`config.mk`:
```
export PLATFORM = sky130hd
export DESIGN_NAME = radio_link_frontend
export DESIGN_NICKNAME = d
export VERILOG_FILES = /design/src/rtl/rlf_pkg.sv /design/src/rtl/rlf_byte_fifo.sv /design/src/rtl/rlf_msg_parser.sv /design/src/rtl/rlf_link_stats.sv /design/src/rtl/radio_link_frontend.sv
export SDC_FILE = /design/constraint.sdc
export NUM_CORES = 2
export LEC_CHECK = 0
export ABC_CLOCK_PERIOD_IN_PS = 9700
export BUFFER_PORTS_ARGS = -buffer_cell sky130_fd_sc_hd__buf_2
export CAP_MARGIN = 20
export CORE_MARGIN = 8
export CORE_UTILIZATION = 60
export DETAILED_ROUTE_END_ITERATION = 6
export GPL_TIMING_DRIVEN = 0
export HOLD_SLACK_MARGIN = 0.03
export PLACE_DENSITY = 0.77
export SLEW_MARGIN = 0
export SYNTH_ARGS = -nofsm -noshare
export SYNTH_HDL_FRONTEND = slang
export SYNTH_SLANG_ARGS = --single-unit
```
`constraint.sdc`:
```
create_clock -name clk -period 9.7 [get_ports clk]
set_clock_uncertainty 0.2 [all_clocks]
set_input_delay 0.485 -clock clk [delete_from_list [all_inputs] [get_ports clk]]
set_output_delay 0.485 -clock clk [all_outputs]
set_load 0.05 [all_outputs]
```
`src/rtl/rlf_pkg.sv`:
```
package rlf_pkg;
  localparam logic [7:0] TYPE_CFG  = 8'h01;
  localparam logic [7:0] TYPE_DATA = 8'h02;
  localparam logic [7:0] TYPE_SREQ = 8'h03;
  localparam logic [7:0] TYPE_SRSP = 8'h04;
  localparam logic [7:0] CFG_LAST  = 8'd10;  // index of final config body byte
  localparam int         RESP_BYTES = 6;

  typedef enum logic [2:0] {
    ST_IDLE, ST_CFG, ST_LEN, ST_PAY, ST_DROP
  } pstate_t;
endpackage

```
`src/rtl/rlf_byte_fifo.sv`:
```
module rlf_byte_fifo #(
  parameter int W     = 9,
  parameter int DEPTH = 64,
  localparam int AW   = $clog2(DEPTH)
) (
  input  logic          clk,
  input  logic          rst,
  input  logic          wr_en,
  input  logic [W-1:0]  wr_data,
  input  logic          rd_en,
  output logic [W-1:0]  rd_data,
  output logic          empty,
  output logic          full,
  output logic [AW:0]   level
);
  logic [W-1:0]  mem [DEPTH];
  logic [AW-1:0] wp, rp;
  logic          wr_ok, rd_ok;

  assign wr_ok   = wr_en && !full;
  assign rd_ok   = rd_en && !empty;
  assign empty   = (level == '0);
  assign full    = (level == (AW+1)'(DEPTH));
  assign rd_data = mem[rp];

  always_ff @(posedge clk) begin
    if (wr_ok) mem[wp] <= wr_data;
  end

  always_ff @(posedge clk) begin
    if (rst) begin
      wp    <= '0;
      rp    <= '0;
      level <= '0;
    end else begin
      if (wr_ok) wp <= wp + 1'b1;
      if (rd_ok) rp <= rp + 1'b1;
      case ({wr_ok, rd_ok})
        2'b10:   level <= level + 1'b1;
        2'b01:   level <= level - 1'b1;
        default: level <= level;
      endcase
    end
  end
endmodule

```
`src/rtl/rlf_msg_parser.sv`:
```
module rlf_msg_parser import rlf_pkg::*; #(
  parameter int FREE_W = 7
) (
  input  logic              clk,
  input  logic              rst,
  input  logic              rx_valid,
  input  logic [7:0]        rx_byte,
  input  logic [FREE_W-1:0] txq_free,
  output logic              txq_wr,
  output logic [7:0]        txq_data,
  output logic              txq_last,
  output logic              pkt_commit,
  output logic              ovf_set,
  output logic              stats_req,
  output logic [1:0]        cfg_role,
  output logic              cfg_ack_en,
  output logic              cfg_listen,
  output logic [63:0]       cfg_mac,
  output logic [15:0]       cfg_netid
);
  localparam int CW = (FREE_W > 8) ? FREE_W : 8;

  pstate_t     st;
  logic [7:0]  cnt;
  logic [3:0]  sh_flags;
  logic [63:0] sh_mac;
  logic [7:0]  sh_net_hi;
  logic        fits;

  assign fits = CW'(rx_byte) <= CW'(txq_free);

  always_ff @(posedge clk) begin
    if (rst) begin
      st <= ST_IDLE;  cnt <= '0;
      txq_wr <= 1'b0; txq_data <= '0; txq_last <= 1'b0;
      pkt_commit <= 1'b0; ovf_set <= 1'b0; stats_req <= 1'b0;
      sh_flags <= '0; sh_mac <= '0; sh_net_hi <= '0;
      cfg_role <= '0; cfg_ack_en <= 1'b0; cfg_listen <= 1'b0;
      cfg_mac <= '0; cfg_netid <= '0;
    end else begin
      txq_wr <= 1'b0; txq_last <= 1'b0; pkt_commit <= 1'b0;
      ovf_set <= 1'b0; stats_req <= 1'b0;
      if (rx_valid) begin
        case (st)
          ST_IDLE: begin
            case (rx_byte)
              TYPE_CFG:  begin st <= ST_CFG; cnt <= '0; end
              TYPE_DATA: st <= ST_LEN;
              TYPE_SREQ: stats_req <= 1'b1;
              default:   st <= ST_IDLE;
            endcase
          end
          ST_CFG: begin
            cnt <= cnt + 1'b1;
            if (cnt == 8'd0)       sh_flags <= rx_byte[3:0];
            else if (cnt <= 8'd8)  sh_mac <= {sh_mac[55:0], rx_byte};
            else if (cnt < CFG_LAST) sh_net_hi <= rx_byte;
            else begin
              cfg_role   <= sh_flags[1:0];
              cfg_ack_en <= sh_flags[2];
              cfg_listen <= sh_flags[3];
              cfg_mac    <= sh_mac;
              cfg_netid  <= {sh_net_hi, rx_byte};
              st         <= ST_IDLE;
            end
          end
          ST_LEN: begin
            cnt <= rx_byte;
            if (rx_byte == 8'd0) st <= ST_IDLE;
            else if (fits)       st <= ST_PAY;
            else begin
              st      <= ST_DROP;
              ovf_set <= 1'b1;
            end
          end
          ST_PAY: begin
            txq_wr   <= 1'b1;
            txq_data <= rx_byte;
            cnt      <= cnt - 1'b1;
            if (cnt == 8'd1) begin
              txq_last   <= 1'b1;
              pkt_commit <= 1'b1;
              st         <= ST_IDLE;
            end
          end
          ST_DROP: begin
            cnt <= cnt - 1'b1;
            if (cnt == 8'd1) st <= ST_IDLE;
          end
          default: st <= ST_IDLE;
        endcase
      end
    end
  end
endmodule

```
`src/rtl/rlf_link_stats.sv`:
```
module rlf_link_stats #(
  parameter int TICK_W = 16
) (
  input  logic              clk,
  input  logic              rst,
  input  logic              tx_ok,
  input  logic              tx_fail_busy,
  input  logic              tx_fail_retry,
  input  logic              tx_start,
  output logic [7:0]        fail_window,
  output logic [TICK_W-1:0] avg_delay
);
  logic [TICK_W-1:0] tick, t_start, delay;
  logic [7:0]        req_cnt, fail_cnt;
  logic              failed, done;
  logic [TICK_W+2:0] ema_sum;

  assign failed  = tx_fail_busy | tx_fail_retry;
  assign done    = tx_ok | failed;
  assign delay   = tick - t_start;
  assign ema_sum = {avg_delay, 3'b000} - {3'b000, avg_delay} + {3'b000, delay};

  always_ff @(posedge clk) begin
    if (rst) begin
      tick <= '0; t_start <= '0;
      req_cnt <= '0; fail_cnt <= '0;
      fail_window <= '0; avg_delay <= '0;
    end else begin
      tick <= tick + 1'b1;
      if (tx_start) t_start <= tick;
      if (done) begin
        avg_delay <= ema_sum[TICK_W+2:3];
        if (req_cnt == 8'd254) begin
          fail_window <= fail_cnt + {7'd0, failed};
          req_cnt     <= '0;
          fail_cnt    <= '0;
        end else begin
          req_cnt  <= req_cnt + 1'b1;
          fail_cnt <= fail_cnt + {7'd0, failed};
        end
      end
    end
  end
endmodule

```
`src/rtl/radio_link_frontend.sv`:
```
module radio_link_frontend import rlf_pkg::*; #(
  parameter int TXQ_DEPTH = 64,
  parameter int RXQ_DEPTH = 32,
  parameter int TICK_W    = 16
) (
  input  logic        clk,
  input  logic        rst,
  input  logic        rx_valid,
  input  logic [7:0]  rx_byte,
  output logic        host_valid,
  output logic [7:0]  host_byte,
  output logic        host_last,
  input  logic        host_rd,
  input  logic        net_valid,
  input  logic [7:0]  net_byte,
  input  logic        net_last,
  output logic        txq_valid,
  output logic [7:0]  txq_byte,
  output logic        txq_last,
  input  logic        txq_pop,
  input  logic        tx_ok,
  input  logic        tx_fail_busy,
  input  logic        tx_fail_retry,
  output logic [1:0]  cfg_role,
  output logic        cfg_ack_en,
  output logic        cfg_listen,
  output logic [63:0] cfg_mac,
  output logic [15:0] cfg_netid
);
  localparam int TXQ_AW = $clog2(TXQ_DEPTH);
  localparam int RXQ_AW = $clog2(RXQ_DEPTH);
  localparam int FREE_W = TXQ_AW + 1;
  localparam int IDX_W  = $clog2(RESP_BYTES);

  logic              txq_wr, txq_wlast, pkt_commit, ovf_set, stats_req;
  logic [7:0]        txq_wdata;
  logic [8:0]        txq_rd_data, rxq_rd_data;
  logic              txq_empty, txq_full, rxq_empty, rxq_full;
  logic [TXQ_AW:0]   txq_level;
  logic [RXQ_AW:0]   rxq_level;
  logic [FREE_W-1:0] txq_free;
  logic [TXQ_AW:0]   pkt_cnt;
  logic              tx_in_pkt, tx_take, tx_start;
  logic [7:0]        fail_window;
  logic [TICK_W-1:0] avg_delay;
  logic              ovf_flag, resp_active, net_mid, sel_resp, rxq_take;
  logic [IDX_W-1:0]  resp_idx;
  logic [7:0]        resp_buf [RESP_BYTES];
  logic [7:0]        qcount;

  assign txq_free = FREE_W'(TXQ_DEPTH) - txq_level;

  rlf_msg_parser #(.FREE_W(FREE_W)) u_parser (
    .clk, .rst, .rx_valid, .rx_byte, .txq_free,
    .txq_wr, .txq_data(txq_wdata), .txq_last(txq_wlast),
    .pkt_commit, .ovf_set, .stats_req,
    .cfg_role, .cfg_ack_en, .cfg_listen, .cfg_mac, .cfg_netid
  );

  rlf_byte_fifo #(.W(9), .DEPTH(TXQ_DEPTH)) u_txq (
    .clk, .rst, .wr_en(txq_wr), .wr_data({txq_wlast, txq_wdata}),
    .rd_en(tx_take), .rd_data(txq_rd_data),
    .empty(txq_empty), .full(txq_full), .level(txq_level)
  );

  rlf_byte_fifo #(.W(9), .DEPTH(RXQ_DEPTH)) u_rxq (
    .clk, .rst, .wr_en(net_valid), .wr_data({net_last, net_byte}),
    .rd_en(rxq_take), .rd_data(rxq_rd_data),
    .empty(rxq_empty), .full(rxq_full), .level(rxq_level)
  );

  rlf_link_stats #(.TICK_W(TICK_W)) u_stats (
    .clk, .rst, .tx_ok, .tx_fail_busy, .tx_fail_retry, .tx_start,
    .fail_window, .avg_delay
  );

  // transmit side: only whole packets are exposed
  assign txq_valid = (pkt_cnt != '0);
  assign txq_byte  = txq_rd_data[7:0];
  assign txq_last  = txq_rd_data[8];
  assign tx_take   = txq_pop && txq_valid;
  assign tx_start  = tx_take && !tx_in_pkt;
  assign qcount    = (pkt_cnt > (TXQ_AW+1)'(255)) ? 8'hFF : 8'(pkt_cnt);

  always_ff @(posedge clk) begin
    if (rst) begin
      pkt_cnt   <= '0;
      tx_in_pkt <= 1'b0;
    end else begin
      case ({pkt_commit, tx_take && txq_last})
        2'b10:   pkt_cnt <= pkt_cnt + 1'b1;
        2'b01:   pkt_cnt <= pkt_cnt - 1'b1;
        default: pkt_cnt <= pkt_cnt;
      endcase
      if (tx_take) tx_in_pkt <= !txq_last;
    end
  end

  // host side: response or network bytes, switched only on packet edges
  assign sel_resp   = resp_active && !net_mid;
  assign host_valid = sel_resp || !rxq_empty;
  assign host_byte  = sel_resp ? resp_buf[resp_idx] : rxq_rd_data[7:0];
  assign host_last  = sel_resp ? (resp_idx == IDX_W'(RESP_BYTES-1)) : rxq_rd_data[8];
  assign rxq_take   = host_rd && !sel_resp && !rxq_empty;

  always_ff @(posedge clk) begin
    if (rst) begin
      ovf_flag    <= 1'b0;
      resp_active <= 1'b0;
      resp_idx    <= '0;
      net_mid     <= 1'b0;
      for (int i = 0; i < RESP_BYTES; i++) resp_buf[i] <= '0;
    end else begin
      if (ovf_set) ovf_flag <= 1'b1;
      if (rxq_take) net_mid <= !rxq_rd_data[8];
      if (stats_req && !resp_active) begin
        resp_buf[0] <= TYPE_SRSP;
        resp_buf[1] <= fail_window;
        resp_buf[2] <= qcount;
        resp_buf[3] <= avg_delay[TICK_W-1 -: 8];
        resp_buf[4] <= avg_delay[7:0];
        resp_buf[5] <= {7'd0, ovf_flag};
        resp_idx    <= '0;
        resp_active <= 1'b1;
        ovf_flag    <= 1'b0;
      end else if (host_rd && sel_resp) begin
        if (resp_idx == IDX_W'(RESP_BYTES-1)) resp_active <= 1'b0;
        else resp_idx <= resp_idx + 1'b1;
      end
    end
  end
endmodule

```
# == Yosys cells after proc, flatten, opt, wreduce, memory -nomap -nowiden ==
# Memories as Yosys holds them, arrays and structs flattened. A register that Yosys moved wholly into a read port is not among the register bits.
# Cells that the tools add are included.
# op_classes
n_mux,46
div,0
shift,0
magnitude_cmp,4
reduce_logical,51
addsub,20
n_mul,0
n_bitwise,16
n_eq_ne,24
# ops
op,count
$mux W8,11
$pmux W8 S4,1
$pmux W7 S2,2
$mux W3,8
$add A19 B16 Y19,1
$sub A19 B16 Y19,1
$add A6 B1 Y6 const B,3
$mux W1,17
$add A16 B1 Y16 const B,1
$add A8 B1 Y8 const B,2
$eq A8 B1 Y1 const B,2
$eq A8 B2 Y1 const B,2
$logic_not A8 Y1,2
$sub A16 B16 Y16,1
$add A7 B1 Y7 const B,2
$sub A7 B1 Y7 const B,2
$logic_and A1 B1 Y1,12
$mux W6,2
$pmux W3 S4,1
$pmux W6 S2,1
$add A5 B1 Y5 const B,2
$logic_not A1 Y1,10
$mux W5,2
$ne A2 B2 Y1 const B,5
other kinds (36),68
# word_totals
mem_bits_rw,912
output_inout_bits,104
input_bits,26
n_memories,3
ff_bits,304
romBits,0
latch_bits,0
# memory_table
name,words,word_bits,read_ports,rd_clocked_by_memory_dff,wr,line,text
u_txq.mem,64,9,1,1,1,rlf_byte_fifo.sv:16,logic [W-1:0] mem [DEPTH];
u_rxq.mem,32,9,1,1,1,rlf_byte_fifo.sv:16,
resp_buf,6,8,1,1,6,radio_link_frontend.sv:48,logic [7:0] resp_buf [RESP_BYTES];

# == Logic depth before layout (Yosys ltp) ==
# logic_depth
ltp_word,8
mapped_depth,20
depth_no_buf,19

# == By module ==
# A second synthesis with hierarchy kept.
# hier_totals
hier_cells,3557
hier_area_um2,50290.7
# by_module_without_submodules
module,instances,area_each_um2,cells_each
rlf_byte_fifo at u_txq,1,23478.8,1157
rlf_byte_fifo at u_rxq,1,12300.5,686
rlf_msg_parser,1,7211.9,909
rlf_link_stats,1,4679.5,566
radio_link_frontend,1,2620.0,239

# == Worst setup path before layout ==
# No wires, ideal clock.
# synth_timing
kind,register to register
startpoint,reg u_stats.tick[6]
endpoint,reg u_stats.avg_delay[15]
required_ps,9379
setup_time_ps,121
arrival_time_ps,4044
path_stages_with_launch,17
n_path_buf,1
slack_ps,5335
cell_sequence,dfxtp_1 ha_1 clkbuf_1 a211oi_1 nor3_1 a21oi_1 a31oi_1 or4b_2 nand4b_1 fa_1 ha_1 a21o_1 nor4_1 a21oi_1 a31oi_1 mux2i_1 mux2_2
# synth_via
elab_chain_cells,2
# synth_lines
element,line,text
start: declaration,rlf_link_stats.sv:13,"logic [TICK_W-1:0] tick, t_start, delay;"
start signal: assignment,rlf_link_stats.sv:29,tick <= tick + 1'b1;
$sub A16 B16 Y16,rlf_link_stats.sv:20,assign delay = tick - t_start;
$add A19 B16 Y19,rlf_link_stats.sv:21,"assign ema_sum = {avg_delay, 3'b000} - {3'b000, avg_delay} + {3'b000, delay};"
end signal: assignment,rlf_link_stats.sv:32,avg_delay <= ema_sum[TICK_W+2:3];
end: declaration,rlf_link_stats.sv:11,output logic [TICK_W-1:0] avg_delay
# Every way passes these cells.
# A chain may end at the register's enable or synchronous reset.

==> run_results.csv <==
group,metric,value,unit
die,num_io_pins,130,
status,run_status,"finished clean",
place,post-dp-hpwl,76.5,mm
global_routing,globalRouteOverflowTotal,0,
critical_path,path_class,"flop to flop",
critical_path,reg2reg_setup_slack,4.60,ns
critical_path,critPathMaxFanout,10,
pwr,vdd.ir_drop.worst,0.000170,V
clocking,cts_repair_resize_count,0,
drt,vias,29600,
final_layout,nNetsFinal,3721,
global_routing,global_route.usage.met2,0.429,
global_routing,grt_antenna_before_repair,3,
clocking,cts.hold.buffers_added,7,
sta,setup_total_negative_slack,0,ns
die,fp-row-count,105,
global_routing,grt-busiest-layer,"met2",
clocking,clock_sinks,1216,
sta,max-slew-margin-rel,0.259,
pwr,power.static_leakage,18.5,nW
final_layout,layout.cell_area.non_filler,55800,um2
final_layout,non_filler_cells_final,4773,
clocking,cts_buffer_depth,3,
die,die_area,92100,um2
die,design.core.area,82000,um2
sta,final-hold-violation-count,0,
drt,drc,0,
yosys,syn-cell-area,49600,um2
sta,worst_slew_pin_slew,1.11,ns
final_layout,commonest_non_fill_non_tap_cell_in_the_layout,"sky130_fd_sc_hd__edfxtp_1",
clocking,tritoncts.num_buffers,116,
sta,maxSlewViolCount,0,
clocking,clk_latency,0.70,ns
critical_path,worst-endpoint-arrival,5.44,ns
yosys,edff_count_synth,897,
sta,final_period_minus_worst_setup_slack,5.10,ns
flow_run,timing.max_cap.violations,0,
clocking,maximum_level_of_the_cts_h_tree,3,
sta,finalSetupViolCount,0,
final_layout,layout_common_cells,"sky130_fd_sc_hd__edfxtp_1 (897), sky130_fd_sc_hd__nand2_1 (431), sky130_fd_sc_hd__dfxtp_1 (310)",
global_routing,grt_start_max_net_pins,65,
drt,detail_route.iter0.violations,3261,
pwr,power_density,214,nW/um2
yosys,ys_seq_elements,1216,
drt,average_via_count_per_standard_cell,6.20,
critical_path,timing.critical_path.required,10.04,ns
yosys,synthCells,3341,
place,gpl.final_weighted_congestion,0.912,
drt,detail_route.wirelength,118,mm
yosys,post_synth.cell_area_avg,14.8,um2
final_layout,area.growth.synth_to_final,12.5,%
yosys,syn_nets,3460,
yosys,synth-seq-area-share,0.672,
drt,dr.pass1.iters,6,
place,port_buffers,126,
clocking,post_cts_buffers,0,
clocking,path_clk_slew,0.06,ns
sta,finalCritPeriodShare,0.526,
place,post-place-cells,4547,
yosys,synthesis.yosys.warnings,0,
sta,fmax,0.196,GHz
final_layout,n_fill_cell,5408,
worst_hold_path,min_from,"net_valid",
global_routing,grtUsageMet1,0.343,
place,placed_area,51800,um2
clocking,cts_root_buf,"sky130_fd_sc_hd__clkbuf_16",
critical_path,critical_path.endpoint_type,"flop",
worst_hold_path,worst_hold_path_type,"input pin to flop",
yosys,dominant_register_cell_in_the_synthesized_netlist,"sky130_fd_sc_hd__edfxtp_1",
die,die_w,303,um
clocking,clock_tree_from_tritoncts,"built",
yosys,yosys_cell_types,74,
drt,detail_route.wl_per_cell,24.7,um
critical_path,startpoint_type,"flop",
die,die-height,303,um
global_routing,gr-usage-met3,0.0370,
drt,antenna_left,0,
yosys,synthArstFlopShare,0,
global_routing,gr-usage-all-layers,0.255,
final_layout,drive_gt1_frac,0.179,
sta,rsz0062_at_grt,"false",
global_routing,wire_length_of_the_first_global_routing_pass,178,mm
sta,holdWs,0.135,ns
die,initial_core_util,0.605,
global_routing,grt_pass1_vias,29300,
## cell families after synthesis
| logic type | synth area share |
|---|---|
| and+or+nand+nor | 0.0811 |
| AOI/OAI and AO/OA | 0.0488 |
| other | 0.0000756 |
| adders and majority gates | 0.0260 |
| xor gates and xnor gates | 0.0161 |
| buffers and inverters | 0.0218 |
| muxes | 0.134 |
| DFF | 0.672 |
## flip-flops by register name, indices dropped and copies added (netlist names), 7 cells and up, named ones only
| name | cells |
|---|---|
| pkt_cnt | 7 |
| resp_buf | 34 |
| u_parser.cfg_mac | 64 |
| u_parser.cfg_netid | 16 |
| u_parser.cnt | 8 |
| u_parser.sh_mac | 64 |
| u_parser.sh_net_hi | 8 |
| u_parser.txq_data | 8 |
| u_rxq.mem | 288 |
| u_stats.avg_delay | 16 |
| u_stats.fail_cnt | 8 |
| u_stats.fail_window | 8 |
| u_stats.req_cnt | 8 |
| u_stats.t_start | 16 |
| u_stats.tick | 16 |
| u_txq.level | 7 |
| u_txq.mem | 576 |
## cell type report
cell class                 instances  area (um2)  share of cell area
multi-input combinational       1866       15200               0.272
clock buffer                     144        3030              0.0543
antenna                            2        5.00           0.0000898
timing repair buffer             143         916              0.0164
clock inverter                    73         882              0.0158
buffer                           178         774              0.0139
inverter                          81         304             0.00545
tap                             1070        1340              0.0240
sequential                      1216       33300               0.598
## path summary, 6_finish.rpt
path / cells after the start / end
min: 5 / u_rxq.wp[0]
max: 19 / pkt_cnt[6]
min reg2reg: 2 / u_parser.cfg_netid[13]
max reg2reg: 19 / pkt_cnt[6]
## synthesized netlist by cell type (16+ instances only)
cell type | n | area (um2)
sky130_fd_sc_hd__buf_1 | 19 | 71.3
sky130_fd_sc_hd__a211oi_1 | 21 | 158
sky130_fd_sc_hd__nand2_1 | 431 | 1620
sky130_fd_sc_hd__mux2i_1 | 53 | 531
sky130_fd_sc_hd__mux2_2 | 16 | 180
sky130_fd_sc_hd__a31oi_1 | 18 | 113
sky130_fd_sc_hd__and3_1 | 19 | 119
sky130_fd_sc_hd__mux4_2 | 260 | 5860
sky130_fd_sc_hd__buf_2 | 34 | 170
sky130_fd_sc_hd__xnor2_1 | 41 | 359
sky130_fd_sc_hd__ha_1 | 76 | 951
sky130_fd_sc_hd__xor2_1 | 50 | 438
sky130_fd_sc_hd__nand3_1 | 35 | 175
sky130_fd_sc_hd__a22oi_1 | 20 | 150
sky130_fd_sc_hd__dfxtp_1 | 319 | 6390
sky130_fd_sc_hd__nor3_1 | 39 | 195
sky130_fd_sc_hd__nor2_1 | 289 | 1080
sky130_fd_sc_hd__clkbuf_1 | 114 | 428
sky130_fd_sc_hd__and2_1 | 19 | 119
sky130_fd_sc_hd__o21ai_0 | 49 | 245
sky130_fd_sc_hd__inv_1 | 80 | 300
sky130_fd_sc_hd__nor2b_1 | 24 | 150
sky130_fd_sc_hd__a21oi_1 | 229 | 1150
sky130_fd_sc_hd__edfxtp_1 | 897 | 26900
sky130_fd_sc_hd__fa_1 | 17 | 340
## routing by layer
| layer | vias to the layer above | share of wire |
|---|---|---|
| li1 | 13100 | - |
| met1 | 14900 | 0.39 |
| met4 | 2 | 0.033 |
| met5 | - | 0.00011 |
| met3 | 252 | 0.075 |
| met2 | 1419 | 0.50 |
## worst max-delay path: stages, from the launching register on
cell and delay (ns):
sky130_fd_sc_hd__dfxtp_1 0.32, sky130_fd_sc_hd__buf_2 0.28, sky130_fd_sc_hd__buf_2 0.39, sky130_fd_sc_hd__mux2i_1 0.18, sky130_fd_sc_hd__and3_1 0.22, sky130_fd_sc_hd__a2111oi_0 0.45
sky130_fd_sc_hd__a31oi_1 0.09, sky130_fd_sc_hd__o21ai_1 0.29, sky130_fd_sc_hd__mux2_2 0.32, sky130_fd_sc_hd__nor2b_1 0.18, sky130_fd_sc_hd__ha_1 0.32, sky130_fd_sc_hd__inv_1 0.17
sky130_fd_sc_hd__fa_1 0.43, sky130_fd_sc_hd__nor2b_1 0.12, sky130_fd_sc_hd__o21ai_0 0.11, sky130_fd_sc_hd__a21boi_0 0.36, sky130_fd_sc_hd__or3_1 0.17, sky130_fd_sc_hd__nand3_1 0.10
sky130_fd_sc_hd__xnor2_1 0.16, sky130_fd_sc_hd__nor2_1 0.05
## through the flow
| stage | utilization | setup WS (ns) | power [mW] |
|---|---|---|---|
| 3_5_place_dp | 0.632 | 4.76 | 7.35 |
| 5_1_grt | 0.680 | 4.22 | 12.3 |
| 6_report | 0.680 | 4.60 | 11.9 |
| 3_3_place_gp | 0.629 | 4.79 | 7.31 |
| 4_1_cts | 0.680 | 4.61 | 11.9 |
| 2_1_floorplan | - | 5.34 | 6.96 |
## power by group
group | total, mW | internal (mW) | switching (mW)
Combinational | 1.59 | 0.645 | 0.945
Sequential | 5.69 | 5.62 | 0.0626
Clock | 4.64 | 2.66 | 1.98
Total | 11.9 | 8.92 | 2.99
No activity file was read; power rests on OpenSTA's default activity.
